==> src/rtl/ea_pkg.sv <==
package ea_pkg;
  localparam int BYTE_W = 8;
  localparam int WORD_W = 16;
  localparam int LONG_W = 24;
  localparam int BANK_W = LONG_W - WORD_W;
  localparam int MODE_W = 5;

  typedef enum logic [MODE_W-1:0] {
    M_ABS_DATA   = 5'd0,
    M_ABS_CTRL   = 5'd1,
    M_ABS_X      = 5'd2,
    M_ABS_Y      = 5'd3,
    M_LONG       = 5'd4,
    M_LONG_X     = 5'd5,
    M_DP         = 5'd6,
    M_DP_X       = 5'd7,
    M_DP_Y       = 5'd8,
    M_SREL       = 5'd9,
    M_DP_IND     = 5'd10,
    M_DP_XIND    = 5'd11,
    M_DP_IND_Y   = 5'd12,
    M_DP_LIND    = 5'd13,
    M_DP_LIND_Y  = 5'd14,
    M_SREL_IND_Y = 5'd15,
    M_JMP_IND    = 5'd16,
    M_JMP_XIND   = 5'd17
  } ea_mode_e;

  typedef struct packed {
    logic [MODE_W-1:0] mode;
    logic [LONG_W-1:0] opnd;
    logic [WORD_W-1:0] x;
    logic [WORD_W-1:0] y;
    logic [WORD_W-1:0] d;
    logic [WORD_W-1:0] s;
    logic [BANK_W-1:0] db;
    logic [BANK_W-1:0] pb;
  } ea_ctx_t;
endpackage

==> src/rtl/ea_idx_mask.sv <==
module ea_idx_mask #(
  parameter int WIDTH  = 16,
  parameter int NARROW = 8
) (
  input  logic [WIDTH-1:0] idx_raw,
  input  logic             narrow,
  output logic [WIDTH-1:0] idx_eff
);
  generate
    if (WIDTH > NARROW) begin : g_mask
      assign idx_eff = narrow ? {{(WIDTH-NARROW){1'b0}}, idx_raw[NARROW-1:0]} : idx_raw;
    end else begin : g_pass
      assign idx_eff = idx_raw;
    end
  endgenerate
endmodule

==> src/rtl/ea_addr_calc.sv <==
module ea_addr_calc
  import ea_pkg::*;
(
  input  ea_ctx_t           ctx,
  input  logic [LONG_W-1:0] ptr_data,
  output logic              need_ptr,
  output logic              ptr_long,
  output logic [LONG_W-1:0] ptr_addr,
  output logic [LONG_W-1:0] direct_ea,
  output logic [LONG_W-1:0] ind_ea
);
  localparam logic [BANK_W-1:0] BANK0 = '0;
  localparam int EXT_W = WORD_W - BYTE_W;

  logic [WORD_W-1:0] op16, op8w, dp_sum, dp_x, dp_y, sr_sum, abs_x16;
  logic [LONG_W-1:0] db_op, pb_op, long_op, x24, y24, db_ptr, pb_ptr, ptr24;
  ea_mode_e m;

  always_comb begin
    m       = ea_mode_e'(ctx.mode);
    op16    = ctx.opnd[WORD_W-1:0];
    op8w    = {{EXT_W{1'b0}}, ctx.opnd[BYTE_W-1:0]};
    dp_sum  = ctx.d + op8w;
    dp_x    = dp_sum + ctx.x;
    dp_y    = dp_sum + ctx.y;
    sr_sum  = ctx.s + op8w;
    abs_x16 = op16 + ctx.x;
    x24     = {BANK0, ctx.x};
    y24     = {BANK0, ctx.y};
    db_op   = {ctx.db, op16};
    pb_op   = {ctx.pb, op16};
    long_op = ctx.opnd;
    db_ptr  = {ctx.db, ptr_data[WORD_W-1:0]};
    pb_ptr  = {ctx.pb, ptr_data[WORD_W-1:0]};
    ptr24   = ptr_data;
  end

  always_comb begin
    need_ptr  = 1'b0;
    ptr_long  = 1'b0;
    ptr_addr  = '0;
    direct_ea = '0;
    ind_ea    = '0;
    case (m)
      M_ABS_DATA:   direct_ea = db_op;
      M_ABS_CTRL:   direct_ea = pb_op;
      M_ABS_X:      direct_ea = db_op + x24;
      M_ABS_Y:      direct_ea = db_op + y24;
      M_LONG:       direct_ea = long_op;
      M_LONG_X:     direct_ea = long_op + x24;
      M_DP:         direct_ea = {BANK0, dp_sum};
      M_DP_X:       direct_ea = {BANK0, dp_x};
      M_DP_Y:       direct_ea = {BANK0, dp_y};
      M_SREL:       direct_ea = {BANK0, sr_sum};
      M_DP_IND: begin
        need_ptr = 1'b1; ptr_addr = {BANK0, dp_sum}; ind_ea = db_ptr;
      end
      M_DP_XIND: begin
        need_ptr = 1'b1; ptr_addr = {BANK0, dp_x}; ind_ea = db_ptr;
      end
      M_DP_IND_Y: begin
        need_ptr = 1'b1; ptr_addr = {BANK0, dp_sum}; ind_ea = db_ptr + y24;
      end
      M_DP_LIND: begin
        need_ptr = 1'b1; ptr_long = 1'b1; ptr_addr = {BANK0, dp_sum}; ind_ea = ptr24;
      end
      M_DP_LIND_Y: begin
        need_ptr = 1'b1; ptr_long = 1'b1; ptr_addr = {BANK0, dp_sum}; ind_ea = ptr24 + y24;
      end
      M_SREL_IND_Y: begin
        need_ptr = 1'b1; ptr_addr = {BANK0, sr_sum}; ind_ea = db_ptr + y24;
      end
      M_JMP_IND: begin
        need_ptr = 1'b1; ptr_addr = {BANK0, op16}; ind_ea = pb_ptr;
      end
      M_JMP_XIND: begin
        need_ptr = 1'b1; ptr_addr = {ctx.pb, abs_x16}; ind_ea = pb_ptr;
      end
      default:      direct_ea = db_op;
    endcase
  end
endmodule

==> src/rtl/ea_ptr_port.sv <==
module ea_ptr_port #(
  parameter int AW = 24
) (
  input  logic          clk,
  input  logic          rst,
  input  logic          launch,
  input  logic [AW-1:0] launch_addr,
  input  logic          launch_long,
  input  logic          ack,
  output logic          req,
  output logic [AW-1:0] addr,
  output logic          is_long,
  output logic          done
);
  always_ff @(posedge clk) begin
    if (rst) begin
      req     <= 1'b0;
      addr    <= '0;
      is_long <= 1'b0;
    end else if (!req && launch) begin
      req     <= 1'b1;
      addr    <= launch_addr;
      is_long <= launch_long;
    end else if (req && ack) begin
      req     <= 1'b0;
    end
  end

  assign done = req && ack;


  req_hold_chk: assert property (@(posedge clk) disable iff (rst)
    req && !ack |=> req && $stable(addr) && $stable(is_long));


  req_drop_chk: assert property (@(posedge clk) disable iff (rst)
    req && ack |=> !req);
endmodule

==> src/rtl/ea_gen.sv <==
module ea_gen
  import ea_pkg::*;
#(
  parameter int IDX_W  = WORD_W,
  parameter int NAR_W  = BYTE_W,
  parameter int EA_W   = LONG_W
) (
  input  logic                 clk,
  input  logic                 rst,
  input  logic                 start,
  input  logic [MODE_W-1:0]    mode,
  input  logic [EA_W-1:0]      opnd,
  input  logic [IDX_W-1:0]     idx_x,
  input  logic [IDX_W-1:0]     idx_y,
  input  logic [IDX_W-1:0]     dpage,
  input  logic [IDX_W-1:0]     sptr,
  input  logic [EA_W-IDX_W-1:0] dbank,
  input  logic [EA_W-IDX_W-1:0] pbank,
  input  logic                 idx_narrow,
  output logic                 ptr_req,
  output logic [EA_W-1:0]      ptr_addr,
  output logic                 ptr_long,
  input  logic                 ptr_ack,
  input  logic [EA_W-1:0]      ptr_data,
  output logic [EA_W-1:0]      ea,
  output logic                 ea_valid,
  output logic                 busy
);
  localparam int NIDX = 2;

  logic [IDX_W-1:0] idx_raw [NIDX];
  logic [IDX_W-1:0] idx_eff [NIDX];

  assign idx_raw[0] = idx_x;
  assign idx_raw[1] = idx_y;

  generate
    for (genvar i = 0; i < NIDX; i++) begin : g_idx
      ea_idx_mask #(.WIDTH(IDX_W), .NARROW(NAR_W)) u_mask (
        .idx_raw (idx_raw[i]),
        .narrow  (idx_narrow),
        .idx_eff (idx_eff[i])
      );
    end
  endgenerate

  ea_ctx_t live_ctx, ctx_q, sel_ctx;

  always_comb begin
    live_ctx.mode = mode;
    live_ctx.opnd = opnd;
    live_ctx.x    = idx_eff[0];
    live_ctx.y    = idx_eff[1];
    live_ctx.d    = dpage;
    live_ctx.s    = sptr;
    live_ctx.db   = dbank;
    live_ctx.pb   = pbank;
  end

  assign sel_ctx = busy ? ctx_q : live_ctx;

  logic            need_ptr, calc_long, accept, done;
  logic [EA_W-1:0] calc_paddr, direct_ea, ind_ea;

  ea_addr_calc u_calc (
    .ctx       (sel_ctx),
    .ptr_data  (ptr_data),
    .need_ptr  (need_ptr),
    .ptr_long  (calc_long),
    .ptr_addr  (calc_paddr),
    .direct_ea (direct_ea),
    .ind_ea    (ind_ea)
  );

  assign accept = start && !busy;

  ea_ptr_port #(.AW(EA_W)) u_port (
    .clk         (clk),
    .rst         (rst),
    .launch      (accept && need_ptr),
    .launch_addr (calc_paddr),
    .launch_long (calc_long),
    .ack         (ptr_ack),
    .req         (ptr_req),
    .addr        (ptr_addr),
    .is_long     (ptr_long),
    .done        (done)
  );

  assign busy = ptr_req;

  always_ff @(posedge clk) begin
    if (rst) begin
      ctx_q    <= '0;
      ea       <= '0;
      ea_valid <= 1'b0;
    end else begin
      ea_valid <= 1'b0;
      if (accept) begin
        ctx_q <= live_ctx;
        if (!need_ptr) begin
          ea       <= direct_ea;
          ea_valid <= 1'b1;
        end
      end else if (done) begin
        ea       <= ind_ea;
        ea_valid <= 1'b1;
      end
    end
  end


  direct_lat_chk: assert property (@(posedge clk) disable iff (rst)
    accept && !need_ptr |=> ea_valid && !ptr_req);


  ind_launch_chk: assert property (@(posedge clk) disable iff (rst)
    accept && need_ptr |=> ptr_req && !ea_valid);


  ack_valid_chk: assert property (@(posedge clk) disable iff (rst)
    ptr_req && ptr_ack |=> ea_valid);


  busy_quiet_chk: assert property (@(posedge clk) disable iff (rst)
    ptr_req |-> !ea_valid);
endmodule

==> config.mk <==
export PLATFORM = sky130hd
export DESIGN_NAME = ea_gen
export DESIGN_NICKNAME = d
export VERILOG_FILES = /design/src/rtl/ea_pkg.sv /design/src/rtl/ea_idx_mask.sv /design/src/rtl/ea_addr_calc.sv /design/src/rtl/ea_ptr_port.sv /design/src/rtl/ea_gen.sv
export SDC_FILE = /design/constraint.sdc
export NUM_CORES = 1
export LEC_CHECK = 0
export BUFFER_PORTS_ARGS = -buffer_cell sky130_fd_sc_hd__buf_2
export CORE_MARGIN = 3
export CORE_UTILIZATION = 50
export CTS_CLUSTER_DIAMETER = 150
export DETAILED_ROUTE_END_ITERATION = 7
export PLACE_DENSITY_LB_ADDON = 0.12
export SYNTH_ARGS = -nofsm -noshare
export SYNTH_HDL_FRONTEND = slang
export SYNTH_HIERARCHICAL = 1
export SYNTH_SLANG_ARGS = --single-unit
==> constraint.sdc <==
create_clock -name clk -period 6.95 [get_ports clk]
set_clock_uncertainty 0.2 [all_clocks]
set_input_delay 0.695 -clock clk [delete_from_list [all_inputs] [get_ports clk]]
set_output_delay 0.695 -clock clk [all_outputs]
set_load 0.005 [all_outputs]
# Yosys cells after proc, flatten, opt, wreduce, memory -nomap -nowiden
# Index checks and enable logic that the tools add are counted.
# W data, S select, Z words.
[totals]
register_bits = 160
inputBits = 138
out_inout_bits = 52
elab_cells = 71
[op_classes]
n_addsub = 10
eq_ne = 18
n_mux = 16
reduce_logical = 14
[op_table]
columns = ["operator", "count"]
rows = [
  ["$pmux W24 S10", 1],
  ["$pmux W24 S5", 2],
  ["$add A24 B16 Y24", 5],
  ["$mux W109", 1],
  ["$mux W24", 3],
  ["$add A16 B16 Y16", 3],
  ["$eq A5 B4 Y1 const B", 8],
  ["$add A16 B8 Y16", 2],
  ["$mux W16", 2],
  ["$eq A5 B3 Y1 const B", 4],
  ["$eq A5 B2 Y1 const B", 2],
  ["$eq A5 B5 Y1 const B", 2],
  ["$reduce_or A2 Y1", 4],
  ["$reduce_or A8 Y1", 1],
  ["$mux W1", 7],
  ["$eq A5 B1 Y1 const B", 1],
  ["$logic_and A1 B1 Y1", 4],
  ["$reduce_bool A2 Y1", 2],
  ["$reduce_or A4 Y1", 1],
  ["$ne A2 B2 Y1 const B", 1],
  ["$reduce_and A2 Y1", 1],
  ["$logic_not A1 Y1", 1],
]

# Longest topological paths before layout
[logic_depth]
word_depth = 8
mapped_depth = 24
ltp_nobuf = 21

# Hierarchy
# The synthesis kept the hierarchy.
[by_module_without_submodules]
columns = ["mod", "n_inst", "cells_per_inst", "area_each_um2", "seq_area_each_um2"]
rows = [
  ["ea_addr_calc", 1, 996, 7084.3, 0.0],
  ["ea_gen", 1, 740, 6361.1, 2682.6],
  ["ea_ptr_port", 1, 116, 1243.7, 520.5],
  ["ea_idx_mask", 2, 16, 110.1, 0.0],
]

# Least setup slack after synthesis
# No wires, ideal clock.
[synth_path]
path_type = "register to register"
start = "register u_port.req"
end = "register ea[13]"
setup_time_ns = 0.115
arrival_ns = 5.178
required_ns = 6.635
path_slack_ns = 1.458
path_stages_with_launch = 24
path_buffers = 3
synth_period_minus_slack_ns = 5.492
cell_sequence = "dfxtp_1 buf_6 buf_2 buf_2 mux2_2 ha_1 fa_1 a21oi_1 nor2b_1 a311oi_1 o2bb2ai_1 nor2_1 xor2_1 ha_1 a21o_1 nand2_1 o21ai_0 or3_1 a21oi_1 xnor2_1 a211o_1 nor4b_1 a311oi_1 o21a_1"
[synth_rtl]
columns = ["element", "line_no", "rtl"]
rows = [
  ["from (decl)", "ea_ptr_port.sv:10", "output logic req,"],
  ["from (signal assigned)", "ea_ptr_port.sv:17", "req <= 1'b0;"],
  ["from (signal assigned)", "ea_ptr_port.sv:21", "req <= 1'b1;"],
  ["from (signal assigned)", "ea_ptr_port.sv:25", "req <= 1'b0;"],
  ["to (signal assigned)", "ea_gen.sv:102", "ea <= direct_ea;"],
  ["to (signal assigned)", "ea_gen.sv:106", "ea <= ind_ea;"],
  ["to (decl)", "ea_gen.sv:25", "output logic [EA_W-1:0] ea,"],
]

==> flow_summary.html <==
<table>
<tr><th>Metric</th><th>Value</th></tr>
<tr><th colspan="2">Status</th></tr>
<tr><td>Outcome</td><td>complete, no violations</td></tr>
<tr><th colspan="2">Detailed routing</th></tr>
<tr><td>First-pass iteration count of the detailed router</td><td>7</td></tr>
<tr><td>Vias per cell</td><td>6.25</td></tr>
<tr><td>Remaining design rule violation count</td><td>0</td></tr>
<tr><td>Routed vias</td><td>14800</td></tr>
<tr><td>Number of DRC markers in iteration 0</td><td>1673</td></tr>
<tr><td>Number of routed nets with antenna violations</td><td>0</td></tr>
<tr><td>Final Routed Wirelength</td><td>52700 um</td></tr>
<tr><td>DR WL/cell</td><td>22.2 um</td></tr>
<tr><th colspan="2">Final layout</th></tr>
<tr><td>Layout Area Growth over Synthesis</td><td>10.4%</td></tr>
<tr><td>NumNets Final</td><td>2223</td></tr>
<tr><td>Sequential cell area</td><td>3210 um2</td></tr>
<tr><td>Multi-input gate area in the final layout</td><td>10900 um2</td></tr>
<tr><td>Filler cell count in the final layout</td><td>2819</td></tr>
<tr><td>Most used cells in the layout excluding fill and tap cells</td><td>306 x sky130_fd_sc_hd__nand2_1, 188 x sky130_fd_sc_hd__buf_2, 175 x sky130_fd_sc_hd__a21oi_1</td></tr>
<tr><td>Antenna Cells</td><td>0</td></tr>
<tr><td>Share of final-layout standard cells stronger than drive strength 1</td><td>19.9%</td></tr>
<tr><td>Commonest non-fill, non-tap cell in the layout</td><td>sky130_fd_sc_hd__nand2_1</td></tr>
<tr><th colspan="2">Synthesis</th></tr>
<tr><td>Net count after synthesis</td><td>2127</td></tr>
<tr><td>Asr flop ratio synth</td><td>0%</td></tr>
<tr><td>Count of flip-flops with a built-in enable after synthesis</td><td>0</td></tr>
<tr><td>Average size of a mapped cell</td><td>7.91 um2</td></tr>
<tr><td>Primary FF master, synth</td><td>sky130_fd_sc_hd__dfxtp_1</td></tr>
<tr><td>Sequential cell area fraction in the yosys report</td><td>21.5%</td></tr>
<tr><td>Number of library cell types mapped by synthesis</td><td>81</td></tr>
<tr><td>Yosys warnings</td><td>6</td></tr>
<tr><td>Synthesized netlist cell count</td><td>1884</td></tr>
<tr><td>Mapped cell area</td><td>14900 um2</td></tr>
<tr><td>Flops &amp; latches, synth</td><td>160</td></tr>
<tr><th colspan="2">Die</th></tr>
<tr><td>Die Y-Extent</td><td>179 um</td></tr>
<tr><td>Row cnt</td><td>62</td></tr>
<tr><td>Placeable core area</td><td>29000 um2</td></tr>
<tr><td>Total I/O pin count</td><td>190</td></tr>
<tr><td>Die extent in x</td><td>179 um</td></tr>
<tr><td>Initial core utilization</td><td>51.4%</td></tr>
<tr><td>Total Die Area</td><td>31900 um2</td></tr>
<tr><th colspan="2">STA</th></tr>
<tr><td>Worst relative slew slack</td><td>30.7%</td></tr>
<tr><td>Worst slew pin tran</td><td>1.04 ns</td></tr>
<tr><td>Final number of setup-violating endpoints</td><td>0</td></tr>
<tr><td>Pins over their slew limit</td><td>0</td></tr>
<tr><td>Minimum clock period</td><td>6.17 ns</td></tr>
<tr><td>Maximum clock frequency</td><td>0.162 GHz</td></tr>
<tr><td>Number of hold-slack violations in the final timing report</td><td>0</td></tr>
<tr><td>Total Negative Setup Slacks</td><td>0 ns</td></tr>
<tr><td>Hold slack final</td><td>0.252 ns</td></tr>
<tr><td>Unrepaired setup endpoints after global routing</td><td>no</td></tr>
<tr><td>Share of the cycle needed by the critical path after routing</td><td>88.8%</td></tr>
<tr><th colspan="2">Worst setup path</th></tr>
<tr><td>Worst R2R Path Depth</td><td>21</td></tr>
<tr><td>CP Launch Point</td><td>u_port/req$_SDFFE_PP0P_</td></tr>
<tr><td>Crit Path Category</td><td>reg -&gt; reg</td></tr>
<tr><td>End of the worst register-to-register path</td><td>ea[15]$_SDFFE_PP0P_</td></tr>
<tr><td>Required time of the critical path</td><td>7.10 ns</td></tr>
<tr><td>Largest fanout on the critical path</td><td>26</td></tr>
<tr><td>Worst setup endpoint</td><td>ea[15]$_SDFFE_PP0P_</td></tr>
<tr><td>Kind of start point of the critical path</td><td>flop</td></tr>
<tr><td>Worst EP arrival</td><td>6.33 ns</td></tr>
<tr><td>Worst r2r src</td><td>u_port/req$_SDFFE_PP0P_</td></tr>
<tr><td>Slack of the worst reg-to-reg path</td><td>0.78 ns</td></tr>
<tr><td>Element type at the critical path end</td><td>flop</td></tr>
<tr><th colspan="2">Global route</th></tr>
<tr><td>All-layer global routing usage</td><td>32.4%</td></tr>
<tr><td>Wire length of the first global-routing pass</td><td>80000 um</td></tr>
<tr><td>Number of global-route vias before repair</td><td>14100</td></tr>
<tr><td>Pin count of the biggest net entering global routing</td><td>102</td></tr>
<tr><td>Antenna violations before repair</td><td>0</td></tr>
<tr><td>Total congestion overflow after global routing</td><td>0</td></tr>
<tr><th colspan="2">Place</th></tr>
<tr><td>Routability Congestion</td><td>0.982</td></tr>
<tr><td>Total half-perimeter wirelength after legalization and detailed placement</td><td>39800 um</td></tr>
<tr><td>Port bufs</td><td>189</td></tr>
<tr><th colspan="2">Clock tree</th></tr>
<tr><td>Number of instances resized during post-cts repair</td><td>0</td></tr>
<tr><td>Clock-pin transition on the worst setup and hold timing paths</td><td>0.07 ns</td></tr>
<tr><td>CTS tree</td><td>built</td></tr>
<tr><td>Clock latency at the later pin of the worst-skew pair</td><td>0.45 ns</td></tr>
<tr><td>Setup Buffers After CTS</td><td>0</td></tr>
<tr><td>Cts hold-fix bufs</td><td>0</td></tr>
<tr><td>Maximum buffer depth of the clock tree</td><td>2</td></tr>
<tr><td>CTS buffer count</td><td>17</td></tr>
<tr><td>Library cell used as clock root buffer</td><td>sky130_fd_sc_hd__clkbuf_16</td></tr>
<tr><td>H-tree lvl count</td><td>4</td></tr>
<tr><td>Clock Sinks</td><td>160</td></tr>
<tr><th colspan="2">Power</th></tr>
<tr><td>Power density over the cells</td><td>226 nW/um2</td></tr>
<tr><td>Reported leakage power</td><td>0.00675 uW</td></tr>
<tr><td>IR Drop Worst-Case VDD</td><td>0.176 mV</td></tr>
<tr><th colspan="2">Flow run</th></tr>
<tr><td>Max-cap violations</td><td>0</td></tr>
<tr><th colspan="2">Min path</th></tr>
<tr><td>Cells on Worst Hold Path</td><td>2</td></tr>
<tr><td>Kind of path behind the tightest hold check</td><td>reg -&gt; reg</td></tr>
</table>
[layer usage]
| layer | wire length (um) | GRT usage, % |
|---|---|---|
| met2 | 24400 | 52.6 |
| met5 | 0 | 0 |
| met3 | 3380 | 4.43 |
| met1 | 22300 | 41.8 |
| met4 | 2680 | 17.3 |
[worst max-delay path, cell delays in order (launching register included)]
cell and delay, ns:
sky130_fd_sc_hd__dfxtp_4 0.57, sky130_fd_sc_hd__mux2_2 0.49, sky130_fd_sc_hd__ha_1 0.28, sky130_fd_sc_hd__fa_1 0.41
sky130_fd_sc_hd__a21oi_1 0.16, sky130_fd_sc_hd__nor2b_1 0.08, sky130_fd_sc_hd__a311oi_1 0.47, sky130_fd_sc_hd__o2bb2ai_1 0.27
sky130_fd_sc_hd__nor2_1 0.09, sky130_fd_sc_hd__xor2_1 0.57, sky130_fd_sc_hd__ha_1 0.39, sky130_fd_sc_hd__and3_1 0.18
sky130_fd_sc_hd__o2111ai_1 0.10, sky130_fd_sc_hd__o211ai_1 0.17, sky130_fd_sc_hd__o221ai_1 0.29, sky130_fd_sc_hd__o21ai_0 0.16
sky130_fd_sc_hd__xnor2_1 0.16, sky130_fd_sc_hd__a211oi_1 0.35, sky130_fd_sc_hd__nand2_1 0.10, sky130_fd_sc_hd__nor4b_1 0.30
sky130_fd_sc_hd__a311oi_1 0.09, sky130_fd_sc_hd__o21a_1 0.15
[cells in the mapped netlist (19+ instances only)]
cell type | n | area [um2]
sky130_fd_sc_hd__mux2_2 | 112 | 1260
sky130_fd_sc_hd__o21ai_2 | 20 | 175
sky130_fd_sc_hd__nand4bb_1 | 25 | 282
sky130_fd_sc_hd__o21a_1 | 46 | 345
sky130_fd_sc_hd__a21o_1 | 25 | 188
sky130_fd_sc_hd__buf_2 | 37 | 185
sky130_fd_sc_hd__a22o_1 | 21 | 184
sky130_fd_sc_hd__a222oi_1 | 19 | 190
sky130_fd_sc_hd__a21oi_1 | 175 | 876
sky130_fd_sc_hd__dfxtp_1 | 160 | 3200
sky130_fd_sc_hd__a311oi_1 | 26 | 228
sky130_fd_sc_hd__xor2_1 | 37 | 324
sky130_fd_sc_hd__nand2_1 | 306 | 1150
sky130_fd_sc_hd__xnor2_1 | 66 | 578
sky130_fd_sc_hd__nor2b_1 | 34 | 213
sky130_fd_sc_hd__nor2_1 | 86 | 323
sky130_fd_sc_hd__nand3_1 | 37 | 185
sky130_fd_sc_hd__o21ai_0 | 42 | 210
sky130_fd_sc_hd__a22oi_1 | 23 | 173
sky130_fd_sc_hd__nand2b_1 | 36 | 225
sky130_fd_sc_hd__ha_1 | 98 | 1230
sky130_fd_sc_hd__and3_1 | 20 | 125
sky130_fd_sc_hd__buf_4 | 21 | 158
sky130_fd_sc_hd__nor4b_1 | 25 | 219
sky130_fd_sc_hd__clkbuf_1 | 65 | 244
sky130_fd_sc_hd__inv_1 | 48 | 180
[metrics by stage]
stage	setup WS (ns)	power, uW	instance area, um2	utilization [%]	cells
floorplan	1.46	2220	14900	-	1884
global route	0.472	3930	16500	56.7	2376
global placement	0.834	2680	15800	54.6	2345
finish	0.776	3720	16500	56.7	2376
detailed placement	0.796	2690	15800	54.6	2345
CTS	0.873	3710	16500	56.7	2376
[where the power goes]
part	total [uW]	switching [uW]	internal [uW]
logic	1700	1050	651
registers	1020	34.8	980
clock network	1010	424	586
total	3720	1510	2220
[state kept, by name (all words and copies together) (netlist names)]
register	flops
ctx_q	109
ea	24
u_port/addr	24
ea_valid	1
u_port/is_long	1
u_port/req	1
[worst min-delay path by stage]
| stage | slack, ns | from | to |
|---|---|---|---|
| after global routing | 0.27 | ctx_q[24]$_SDFFE_PP0P_ | ctx_q[24]$_SDFFE_PP0P_ |
| after CTS | 0.26 | ctx_q[96]$_SDFFE_PP0P_ | ctx_q[96]$_SDFFE_PP0P_ |
| after floorplan | 0.23 | ctx_q[0]$_SDFFE_PP0P_ | ctx_q[0]$_SDFFE_PP0P_ |
| after global placement | 0.24 | ctx_q[106]$_SDFFE_PP0P_ | ctx_q[106]$_SDFFE_PP0P_ |
| after detailed placement | 0.25 | ctx_q[62]$_SDFFE_PP0P_ | ctx_q[62]$_SDFFE_PP0P_ |
| final | 0.25 | ctx_q[61]$_SDFFE_PP0P_ | ctx_q[61]$_SDFFE_PP0P_ |
[logic make-up after synthesis]
logic type | count (synthesis) | share of synthesized area [%]
AND/OR/NAND/NOR | 652 | 22.1
AO/OA/AOI/OAI | 554 | 25.5
buffers and inverters | 180 | 5.77
flip-flops | 160 | 21.5
multiplexers | 128 | 9.62
XOR/XNOR | 105 | 6.35
adder cells (fa/ha/maj) | 105 | 9.16
[area by class of cell]
type | instances | area share [%]
flip-flops and latches | 160 | 19.5
inverters | 48 | 1.10
clock inverters | 11 | 0.935
clock buffers | 20 | 2.78
well taps | 384 | 2.92
repair buffers | 209 | 6.68
multi-input cells | 1544 | 66.1
(Power assumes the default switching activity.)
